<file path="config.mk">
export PLATFORM = sky130hd
export DESIGN_NAME = byte_seq_cpu
export DESIGN_NICKNAME = d
export VERILOG_FILES = /design/src/rtl/cpu_pkg.sv /design/src/rtl/cpu_alu.sv /design/src/rtl/cpu_ctrl.sv /design/src/rtl/cpu_datapath.sv /design/src/rtl/byte_seq_cpu.sv
export SDC_FILE = /design/constraint.sdc
export NUM_CORES = 1
export LEC_CHECK = 0
export BUFFER_PORTS_ARGS = -buffer_cell sky130_fd_sc_hd__buf_2
export CAP_MARGIN = 20
export CORE_ASPECT_RATIO = 1.5
export CORE_UTILIZATION = 50
export DETAILED_ROUTE_END_ITERATION = 8
export PLACE_DENSITY_LB_ADDON = 0.2
export SLEW_MARGIN = 20
export SYNTH_ARGS = -nofsm -noshare
export SYNTH_HDL_FRONTEND = slang
export SYNTH_SLANG_ARGS = --single-unit
</file>
<file path="constraint.sdc">
create_clock -name clk -period 10.3 [get_ports clk]
set_input_delay 1.545 -clock clk [delete_from_list [all_inputs] [get_ports clk]]
set_output_delay 1.545 -clock clk [all_outputs]
set_load 0.01 [all_outputs]
</file>
<file path="src/rtl/cpu_pkg.sv">
// Package: cpu_pkg
// Shared widths, opcode values, sequencer steps, ALU selects and the
// control bundle passed from the sequencer to the datapath.
// Assumes an 8-bit opcode byte; data width is a parameter default only.
package cpu_pkg;

    localparam int WORD_W = 8;

    typedef enum logic [7:0] {
        OP_LDA = 8'd1,  OP_LDB = 8'd2,  OP_LDI = 8'd3,  OP_STB = 8'd4,
        OP_STC = 8'd5,  OP_ADD = 8'd6,  OP_SUB = 8'd7,  OP_MUL = 8'd8,
        OP_DIV = 8'd9,  OP_CMP = 8'd10, OP_JMP = 8'd11, OP_JEQ = 8'd12,
        OP_JNE = 8'd13, OP_JGT = 8'd14, OP_JGE = 8'd15, OP_JLT = 8'd16,
        OP_JLE = 8'd17, OP_HLT = 8'd18
    } opcode_e;

    typedef enum logic [2:0] {
        ST_FETCH, ST_DECODE, ST_OPND, ST_EXEC, ST_HALT
    } step_e;

    typedef enum logic [1:0] {
        ALU_ADD, ALU_SUB, ALU_MUL, ALU_DIV
    } alu_op_e;

    typedef struct packed {
        logic lt;
        logic gt;
        logic eq;
    } cmp_t;

    typedef struct packed {
        logic    ir_ld;      // capture opcode byte
        logic    opnd_ld;    // capture operand byte
        logic    pc_inc;     // step program counter by one
        logic    pc_ld;      // load program counter from operand
        logic    a_ld;       // load A from memory
        logic    b_ld;       // load B
        logic    b_imm;      // B source: operand byte instead of memory
        logic    c_ld;       // load C from ALU
        logic    t_ld;       // load compare flags
        logic    addr_opnd;  // address bus: operand instead of PC
        logic    wr_c;       // write data: C instead of B
        alu_op_e alu_op;     // ALU function
    } ctl_t;

    // True for opcodes that are followed by an address or constant byte.
    function automatic logic has_operand(input logic [7:0] op);
        return ((op >= OP_LDA) && (op <= OP_STC)) ||
               ((op >= OP_JMP) && (op <= OP_JLE));
    endfunction

endpackage

</file>
<file path="src/rtl/cpu_alu.sv">
// Module: cpu_alu
// Combinational arithmetic unit for the C-result instructions.
// Assumes results wrap modulo 2**DATA_W; division by zero yields all ones.
module cpu_alu
    import cpu_pkg::*;
#(
    parameter int DATA_W = WORD_W
) (
    input  alu_op_e           op,
    input  logic [DATA_W-1:0] a,
    input  logic [DATA_W-1:0] b,
    output logic [DATA_W-1:0] y
);

    // Select the arithmetic function named by the sequencer.
    always_comb begin
        unique case (op)
            ALU_ADD: y = a + b;
            ALU_SUB: y = a - b;
            ALU_MUL: y = a * b;
            ALU_DIV: y = (b == '0) ? '1 : a / b;
            default: y = '0;
        endcase
    end

endmodule

</file>
<file path="src/rtl/cpu_ctrl.sv">
// Module: cpu_ctrl
// Step sequencer: fetch, decode, optional operand fetch, execute, halt.
// Produces bus strobes and per-register load enables for the datapath.
// Assumes memory read data is valid in the same cycle as mem_rd.
module cpu_ctrl
    import cpu_pkg::*;
(
    input  logic       clk,
    input  logic       rst_n,
    input  logic [7:0] ir,
    input  cmp_t       flags,
    output ctl_t       ctl,
    output logic       mem_rd,
    output logic       mem_wr,
    output logic       halted
);

    step_e step_q, step_d;
    logic  take;

    // Step register, returns to opcode fetch on reset.
    always_ff @(posedge clk) begin
        if (!rst_n) step_q <= ST_FETCH;
        else        step_q <= step_d;
    end

    // Choose the next step from the current step and opcode length.
    always_comb begin
        unique case (step_q)
            ST_FETCH:  step_d = ST_DECODE;
            ST_DECODE: step_d = has_operand(ir) ? ST_OPND : ST_EXEC;
            ST_OPND:   step_d = ST_EXEC;
            ST_EXEC:   step_d = (ir == OP_HLT) ? ST_HALT : ST_FETCH;
            ST_HALT:   step_d = ST_HALT;
            default:   step_d = ST_FETCH;
        endcase
    end

    // Branch condition against the flags from the last compare.
    always_comb begin
        case (ir)
            OP_JMP:  take = 1'b1;
            OP_JEQ:  take = flags.eq;
            OP_JNE:  take = !flags.eq;
            OP_JGT:  take = flags.gt;
            OP_JGE:  take = flags.gt | flags.eq;
            OP_JLT:  take = flags.lt;
            OP_JLE:  take = flags.lt | flags.eq;
            default: take = 1'b0;
        endcase
    end

    // Decode the current step and opcode into strobes and load enables.
    always_comb begin
        ctl    = '0;
        mem_rd = 1'b0;
        mem_wr = 1'b0;
        case (step_q)
            ST_FETCH: begin
                mem_rd     = 1'b1;
                ctl.ir_ld  = 1'b1;
                ctl.pc_inc = 1'b1;
            end
            ST_OPND: begin
                mem_rd      = 1'b1;
                ctl.opnd_ld = 1'b1;
                ctl.pc_inc  = 1'b1;
            end
            ST_EXEC: begin
                case (ir)
                    OP_LDA: begin
                        ctl.addr_opnd = 1'b1;
                        mem_rd        = 1'b1;
                        ctl.a_ld      = 1'b1;
                    end
                    OP_LDB: begin
                        ctl.addr_opnd = 1'b1;
                        mem_rd        = 1'b1;
                        ctl.b_ld      = 1'b1;
                    end
                    OP_LDI: begin
                        ctl.b_ld  = 1'b1;
                        ctl.b_imm = 1'b1;
                    end
                    OP_STB: begin
                        ctl.addr_opnd = 1'b1;
                        mem_wr        = 1'b1;
                    end
                    OP_STC: begin
                        ctl.addr_opnd = 1'b1;
                        ctl.wr_c      = 1'b1;
                        mem_wr        = 1'b1;
                    end
                    OP_ADD: begin ctl.c_ld = 1'b1; ctl.alu_op = ALU_ADD; end
                    OP_SUB: begin ctl.c_ld = 1'b1; ctl.alu_op = ALU_SUB; end
                    OP_MUL: begin ctl.c_ld = 1'b1; ctl.alu_op = ALU_MUL; end
                    OP_DIV: begin ctl.c_ld = 1'b1; ctl.alu_op = ALU_DIV; end
                    OP_CMP: ctl.t_ld = 1'b1;
                    OP_JMP, OP_JEQ, OP_JNE, OP_JGT,
                    OP_JGE, OP_JLT, OP_JLE: ctl.pc_ld = take;
                    default: ;
                endcase
            end
            default: ;
        endcase
    end

    assign halted = (step_q == ST_HALT);

    // one bus direction per cycle.
    a_r10_bus_exclusive: assert property (@(posedge clk) disable iff (!rst_n)
        !(mem_rd && mem_wr));

    // halt is permanent until reset.
    a_r7_halt_sticky: assert property (@(posedge clk) disable iff (!rst_n)
        halted |=> halted);

    // no bus traffic while halted.
    a_r7_halt_silent: assert property (@(posedge clk) disable iff (!rst_n)
        halted |-> (!mem_rd && !mem_wr));

    // every opcode fetch is followed by a decode step.
    a_r2_fetch_then_decode: assert property (@(posedge clk) disable iff (!rst_n)
        (step_q == ST_FETCH) |=> (step_q == ST_DECODE));

    // a store strobe lasts one cycle.
    a_r4_write_single: assert property (@(posedge clk) disable iff (!rst_n)
        mem_wr |=> !mem_wr);

endmodule

</file>
<file path="src/rtl/cpu_datapath.sv">
// Module: cpu_datapath
// Program counter, instruction and operand registers, A/B/C and compare
// flags, plus the address and write-data muxes. Every register loads only
// when the sequencer enables it.
// Assumes pc_ld and pc_inc are never requested together.
module cpu_datapath
    import cpu_pkg::*;
#(
    parameter int DATA_W = WORD_W
) (
    input  logic              clk,
    input  logic              rst_n,
    input  ctl_t              ctl,
    input  logic [DATA_W-1:0] mem_rdata,
    output logic [DATA_W-1:0] mem_addr,
    output logic [DATA_W-1:0] mem_wdata,
    output logic [7:0]        ir,
    output cmp_t              flags
);

    logic [DATA_W-1:0] pc_q, opnd_q, a_q, b_q, c_q, alu_y;
    logic [7:0]        ir_q;
    cmp_t              flags_q;

    cpu_alu #(.DATA_W(DATA_W)) u_alu (
        .op (ctl.alu_op),
        .a  (a_q),
        .b  (b_q),
        .y  (alu_y)
    );

    // Program counter: jump load or single-step increment.
    always_ff @(posedge clk) begin
        if (!rst_n)          pc_q <= '0;
        else if (ctl.pc_ld)  pc_q <= opnd_q;
        else if (ctl.pc_inc) pc_q <= pc_q + 1'b1;
    end

    // Instruction and operand byte capture from the read bus.
    always_ff @(posedge clk) begin
        if (!rst_n) begin
            ir_q   <= '0;
            opnd_q <= '0;
        end else begin
            if (ctl.ir_ld)   ir_q   <= mem_rdata[7:0];
            if (ctl.opnd_ld) opnd_q <= mem_rdata;
        end
    end

    // Working registers and compare flags.
    always_ff @(posedge clk) begin
        if (!rst_n) begin
            a_q     <= '0;
            b_q     <= '0;
            c_q     <= '0;
            flags_q <= '0;
        end else begin
            if (ctl.a_ld) a_q <= mem_rdata;
            if (ctl.b_ld) b_q <= ctl.b_imm ? opnd_q : mem_rdata;
            if (ctl.c_ld) c_q <= alu_y;
            if (ctl.t_ld) flags_q <= '{lt: a_q < b_q, gt: a_q > b_q, eq: a_q == b_q};
        end
    end

    assign mem_addr  = ctl.addr_opnd ? opnd_q : pc_q;
    assign mem_wdata = ctl.wr_c ? c_q : b_q;
    assign ir        = ir_q;
    assign flags     = flags_q;

    // each fetch step moves the program counter by exactly one.
    a_r2_pc_step: assert property (@(posedge clk) disable iff (!rst_n)
        ctl.pc_inc |=> (pc_q == DATA_W'($past(pc_q) + 1'b1)));

    // a taken branch lands on the operand byte.
    a_r6_jump_target: assert property (@(posedge clk) disable iff (!rst_n)
        ctl.pc_ld |=> (pc_q == $past(opnd_q)));

    // an arithmetic step leaves A and B untouched.
    a_r5_sources_kept: assert property (@(posedge clk) disable iff (!rst_n)
        ctl.c_ld |=> ($stable(a_q) && $stable(b_q)));

endmodule

</file>
<file path="src/rtl/byte_seq_cpu.sv">
// Module: byte_seq_cpu
// Top level of the multi-cycle 8-bit core: sequencer plus datapath on a
// single shared memory bus with combinational read data.
// Assumes an external memory that writes on the edge after mem_wr.
module byte_seq_cpu
    import cpu_pkg::*;
#(
    parameter int DATA_W = WORD_W
) (
    input  logic              clk,
    input  logic              rst_n,
    output logic [DATA_W-1:0] mem_addr,
    output logic              mem_rd,
    output logic              mem_wr,
    output logic [DATA_W-1:0] mem_wdata,
    input  logic [DATA_W-1:0] mem_rdata,
    output logic              halted
);

    ctl_t       ctl;
    logic [7:0] ir;
    cmp_t       flags;

    cpu_ctrl u_ctrl (
        .clk    (clk),
        .rst_n  (rst_n),
        .ir     (ir),
        .flags  (flags),
        .ctl    (ctl),
        .mem_rd (mem_rd),
        .mem_wr (mem_wr),
        .halted (halted)
    );

    cpu_datapath #(.DATA_W(DATA_W)) u_dp (
        .clk       (clk),
        .rst_n     (rst_n),
        .ctl       (ctl),
        .mem_rdata (mem_rdata),
        .mem_addr  (mem_addr),
        .mem_wdata (mem_wdata),
        .ir        (ir),
        .flags     (flags)
    );

endmodule

</file>
==> flow_summary.yaml, run 1 <==
synth:
  synth_ff_type: "dfxtp_1"
  syn_inst: 727
  synth.distinct_cells: 68
  synthTopCellsByArea: "dfxtp_1 19%, ha_1 15%, nor2_1 5.7%"
  synth.top_cell.area_share_pct: 18.6
  ys_ff_latch: 54
  mappedNetlistNets: 822
  yosys.area.top_type: "dfxtp_1"
  synth_warnings: 0
  synth_edf_count: 0
  synth.avg_cell_area_um2: 8.01
  syn-cell-area_um2: 5820
  yosysSeqAreaShare_pct: 18.6
  synthArstFlopShare_pct: 0
timing:
  setup-violations-final: 0
  fin_crit_ns: 9.97
  holdWs_ns: 0.477
  worst_pin_slew_ns: 1.16
  hold_violations: 0
  clock.fmax_mhz: 100
  finalCritPeriodShare_pct: 96.8
  worst_slack_ns: 0.330
  final_max_slew_viol_count: 0
  max_slew_margin_pct: 20.5
  finClkSkew_ns: 0.0119
setup_path:
  cp_max_fo: 5
  rrSetupSlack_ns: 0.33
  end_kind: "flip-flop"
  start_kind: "flip-flop"
  worstReg2RegStart: "u_dp.b_q[6]"
  critPathTopFamily: "compound AO/OA/AOI/OAI gates"
  crit_buf_inv: 2
  r2r-end: "u_dp.c_q[0]"
  slowest_delay_ns: 0.45
  crit_type: "reg -> reg"
  arrival_ns: 10.17
  cpMostUsedCell: "ha_1"
  critPathRequiredTime_ns: 10.50
  crit_slowest_cell: "or4_4"
  reg2reg_depth: 44
placed_design:
  numPortBuffers: 28
  gp_congestion: 0.932
  dp_hpwl_um: 13400
  post-place-ws_ns: -0.0784
cts:
  clock_sinks: 54
  cts_made_buffers: 5
  root_buffer: "clkbuf_16"
  cts_tree: "done"
  clk_path_buf_depth: 2
  htreeDepth: 2
  clk_latency_ns: 0.30
  clkTransAtPathRegs_ns: 0.08
  holdBufCountCts: 0
global_route:
  grt_max_degree: 47
  grt_usage_pct: 29.0
  grtUsageMet3_pct: 3.34
  antenna_found_initial: 0
  grtUsageMet1_pct: 31.0
  gr-usage-met2_pct: 55.0
  grt_pass1_vias: 5544
  grt.overflow.total: 0
  grt_pass1_wl_um: 27800
  grt_most_used_layer: "met2"
die:
  row_count: 47
  die_y_um: 134
  start_util_pct: 52.1
  die_w_um: 90.1
  fp.dieArea_um2: 12100
  core_area_um2: 11200
  num_io_pins: 29
cells_and_area:
  layout-drive-gt1-share_pct: 18.5
  n_antenna_cell: 0
  final_nets: 856
  final_util_pct: 59.7
  final_cell_mix: "88 x nor2_1, 65 x nand2_1, 64 x ha_1"
  final_common_cell: "nor2_1"
  syn_to_final_growth_pct: 14.6
detailed_routing:
  ant_nets: 0
  dr.pass1.iters: 5
  viasPerCell: 6.02
  drc: 0
  wl_um: 17700
  vias: 5472
  dr.first_iter.drc_count: 247
  wl_per_cell_um: 19.5
run:
  drv_cap: 0
hold_path:
  hold_depth: 2
  hold_end: "u_dp.c_q[2]"
  hold_class: "reg -> reg"
  holdCritStartpoint: "u_dp.c_q[2]"
power_and_ir_drop:
  power_uw: 871
  power_density_nw_per_um2: 131
  ir_drop_v: 0.0000995
  leakagePower_nw: 3.04
run_status:
  status: "complete, no violations"
## registers in the layout, indices dropped and copies added (netlist names)
| name | count |
|---|---|
| u_dp.a_q | 8 |
| u_dp.b_q | 8 |
| u_dp.c_q | 8 |
| u_dp.ir | 8 |
| u_dp.opnd_q | 8 |
| u_dp.pc_q | 8 |
| u_ctrl.step_q | 3 |
| u_dp.flags | 3 |
## metrics by stage
stage | std cells | setup TNS [ns] | cell area [um^2]
2_1_floorplan | 727 | 0 | 5820
4_1_cts | 901 | 0 | 6370
6_report | 909 | 0 | 6670
5_1_grt | 909 | -0.204 | 6670
3_3_place_gp | 888 | 0 | 6150
3_5_place_dp | 888 | -0.0784 | 6150
## report_power, final
part	internal [mW]	total (mW)	leakage [nW]	switching [mW]
Combinational	0.216	0.431	2.52	0.215
Clock	0.117	0.202	0.0819	0.0854
Sequential	0.219	0.238	0.438	0.0186
Total	0.552	0.871	3.04	0.319
## worst min-delay path: stages, from the launching register on
cell	delay, ns
dfxtp_1	0.32
nand2_1	0.06
a21oi_1	0.06
## synth_stat cells (3+ instances only)
| cell | count |
|---|---|
| nor2_1 | 89 |
| ha_1 | 71 |
| nand2_1 | 65 |
| dfxtp_1 | 54 |
| inv_1 | 44 |
| a21oi_1 | 39 |
| mux2i_1 | 31 |
| clkbuf_1 | 30 |
| xnor2_1 | 27 |
| mux2_2 | 25 |
| o21ai_0 | 24 |
| a211oi_1 | 19 |
| nor3_1 | 18 |
| fa_1 | 14 |
| a21o_1 | 13 |
| nand2b_1 | 13 |
| o21a_1 | 13 |
| nand3_1 | 12 |
| a31oi_1 | 11 |
| xor2_1 | 11 |
| nor2b_1 | 9 |
| and2_1 | 5 |
| nand4_1 | 5 |
| o221ai_1 | 5 |
| o31ai_1 | 5 |
| or2_2 | 5 |
| o21ai_1 | 4 |
| and3_1 | 3 |
| mux2_4 | 3 |
| o211ai_1 | 3 |
| o21bai_1 | 3 |
| o31a_1 | 3 |
| or3_1 | 3 |
| or4_1 | 3 |
## cells by family (layout without fill, tap and decap cells)
kind of cell | Yosys count | in the layout | synth area share [%]
xor gates and xnor gates | 38 | 38 | 5.72
adders and majority gates | 85 | 85 | 20.1
DFF | 54 | 54 | 18.6
AOI/OAI and AO/OA | 170 | 170 | 19.7
and+or+nand+nor | 243 | 243 | 19.7
buffers and inverters | 78 | 113 | 5.29
muxes | 59 | 59 | 10.9
## how the worst max path moves through the flow
stage / to / depth (start not counted) / slack [ns] / start
6_report: u_dp.c_q[0] / 44 / 0.33 / u_dp.b_q[6]
4_1_cts: u_dp.c_q[0] / 46 / 0.004 / u_dp.b_q[7]
3_3_place_gp: u_dp.c_q[0] / 45 / 0.40 / u_dp.b_q[7]
2_1_floorplan: u_dp.c_q[0] / 45 / 0.28 / u_dp.b_q[7]
3_5_place_dp: u_dp.c_q[0] / 46 / -0.08 / u_dp.b_q[7]
5_1_grt: u_dp.c_q[0] / 47 / -0.20 / u_dp.b_q[6]
## area by class of cell
cell class                      count  area (um^2)
Multi-Input combinational cell    595         4680
Clock inverter                      3         48.8
Sequential cell                    54         1080
Timing Repair Buffer               60          382
Clock buffer                        5          125
Tap cell                          147          184
Inverter                           45          169
Fill cell                        1025         4500
## what timing repair did
item,CTS,global route
hold endpoints to repair,0,0
buffers inserted,5,7
pin swaps,0,18
gates cloned,0,1
gates resized for setup,2,39
setup endpoints to repair,1,2
## routing by layer
| metal | vias up | wire length (um) |
|---|---|---|
| met4 | 0 | 993 |
| li1 | 2655 | - |
| met3 | 62 | 717 |
| met5 | - | 0 |
| met2 | 166 | 9130 |
| met1 | 2589 | 6850 |
(Power assumes the default switching activity.)
==> run 2: changes to the inputs <==
- CELL_PAD_IN_SITES_DETAIL_PLACEMENT: unset -> 1
- CELL_PAD_IN_SITES_GLOBAL_PLACEMENT: unset -> 1
- CORE_UTILIZATION: 50 -> 43
- CTS_CLUSTER_SIZE: unset -> 12
==> flow_summary.yaml, run 2 (synthesis gave the netlist of run 1 again) <==
timing:
  final_max_slew_viol_count: 0
  hold_violations: 0
  holdWs_ns: 0.486
  clock.fmax_mhz: 101
  finalCritPeriodShare_pct: 96.4
  max_slew_margin_pct: 36.6
  finClkSkew_ns: 0.00277
  setup-violations-final: 0
  worst_pin_slew_ns: 0.950
  fin_crit_ns: 9.93
detailed_routing:
  vias: 5558
  wl_per_cell_um: 21.4
  drc: 0
  dr.pass1.iters: 4
  dr.first_iter.drc_count: 174
  ant_nets: 0
  wl_um: 19800
  viasPerCell: 6.00
run:
  drv_cap: 0
setup_path:
  end_kind: "flip-flop"
  crit_type: "reg -> reg"
  slowest_delay_ns: 0.45
  cpMostUsedCell: "ha_1"
  crit_slowest_cell: "or4_4"
  arrival_ns: 10.11
  cp_max_fo: 6
  start_kind: "flip-flop"
  critPathRequiredTime_ns: 10.48
placed_design:
  placed_area_um2: 6170
  gp_congestion: 0.930
  numPortBuffers: 28
  dp_hpwl_um: 15500
  dp.cells: 901
cells_and_area:
  fillers: 1572
  n_antenna_cell: 0
  syn_to_final_growth_pct: 14.8
  final_cell_mix: "87 x nor2_1, 65 x ha_1, 64 x nand2_1"
  final_cells: 927
  register_area_um2: 1080
  layout-drive-gt1-share_pct: 19.3
  final_common_cell: "nor2_1"
  final_nets: 863
  multiInputGateArea_um2: 4660
  fin_area_um2: 6680
global_route:
  grtUsageMet1_pct: 28.6
  grt_usage_pct: 28.2
  gr-usage-met2_pct: 54.7
  grt.overflow.total: 0
  grt_pass1_wl_um: 30900
  grtUsageMet3_pct: 2.95
  grt_max_degree: 47
  grt_pass1_vias: 5978
  antenna_found_initial: 0
  grt_most_used_layer: "met2"
cts:
  clock_sinks: 54
  clk_path_buf_depth: 2
  cts_made_buffers: 5
  htreeDepth: 2
  clk_latency_ns: 0.30
  holdBufCountCts: 0
  root_buffer: "clkbuf_16"
  clkTransAtPathRegs_ns: 0.07
  cts_tree: "done"
die:
  row_count: 51
  core_area_um2: 13100
  start_util_pct: 44.5
  die_y_um: 145
  num_io_pins: 29
  fp.dieArea_um2: 14000
  die_w_um: 97.0
power_and_ir_drop:
  power_uw: 882
  power_density_nw_per_um2: 132
  ir_drop_v: 0.0000970
  leakagePower_nw: 3.04
run_status:
  status: "complete, no violations"
hold_path:
  hold_class: "reg -> reg"
## run 2: repair_timing
item,in CTS,in global routing
setup buffers,6,12
pin swaps,5,19
gates cloned,0,1
endpoints found under the setup margin,1,2
resized for setup,13,29
## run 2: path summary, 6_finish.rpt
check / slack (ns) / from / to / cells after the start
setup reg to reg: 0.37 / u_dp.b_q[7] / u_dp.c_q[0] / 45
hold / removal: 0.49 / u_dp.c_q[2] / u_dp.c_q[2] / 2
setup / recovery: 0.37 / u_dp.b_q[7] / u_dp.c_q[0] / 45
hold reg to reg: 0.49 / u_dp.c_q[2] / u_dp.c_q[2] / 2
## run 2: layout make-up
| class | count | area share, % |
|---|---|---|
| sequential | 54 | 16.2 |
| clock buffer | 5 | 1.87 |
| inverter | 45 | 2.53 |
| tap | 159 | 2.98 |
| clock inverter | 2 | 0.206 |
| multi-input combinational | 595 | 69.7 |
| timing repair buffer | 67 | 6.50 |
## run 2: through the flow
stage	util (%)	setup WS, ns	setup TNS, ns
global placement	47.2	0.259	0
global route	51.1	-0.0841	-0.0841
CTS	49.1	0.0163	0
detailed placement	47.2	-0.147	-0.147
floorplan	-	0.277	0
finish	51.1	0.374	0
## run 2: metal layers
layer | wire, um | vias up
li1 | - | 2666
met1 | 7510 | 2713
met2 | 10400 | 118
met3 | 603 | 61
met4 | 1270 | 0
met5 | 0 | -
## run 2: report_power, final
| part | internal (mW) | switching [mW] |
|---|---|---|
| sequential | 0.219 | 0.0193 |
| combinational | 0.238 | 0.231 |
| clock | 0.0896 | 0.0835 |
| total | 0.547 | 0.334 |
## run 2: worst max-delay path, delay by kind of cell, from the launching register on
| kind | cells | cell delay, ns |
|---|---|---|
| buffers and inverters | 2 | 0.32 |
| multiplexers | 5 | 1.47 |
| flip-flops | 1 | 0.34 |
| AO/OA/AOI/OAI | 23 | 3.70 |
| AND/OR/NAND/NOR | 8 | 2.04 |
| adder cells (fa/ha/maj) | 7 | 1.94 |
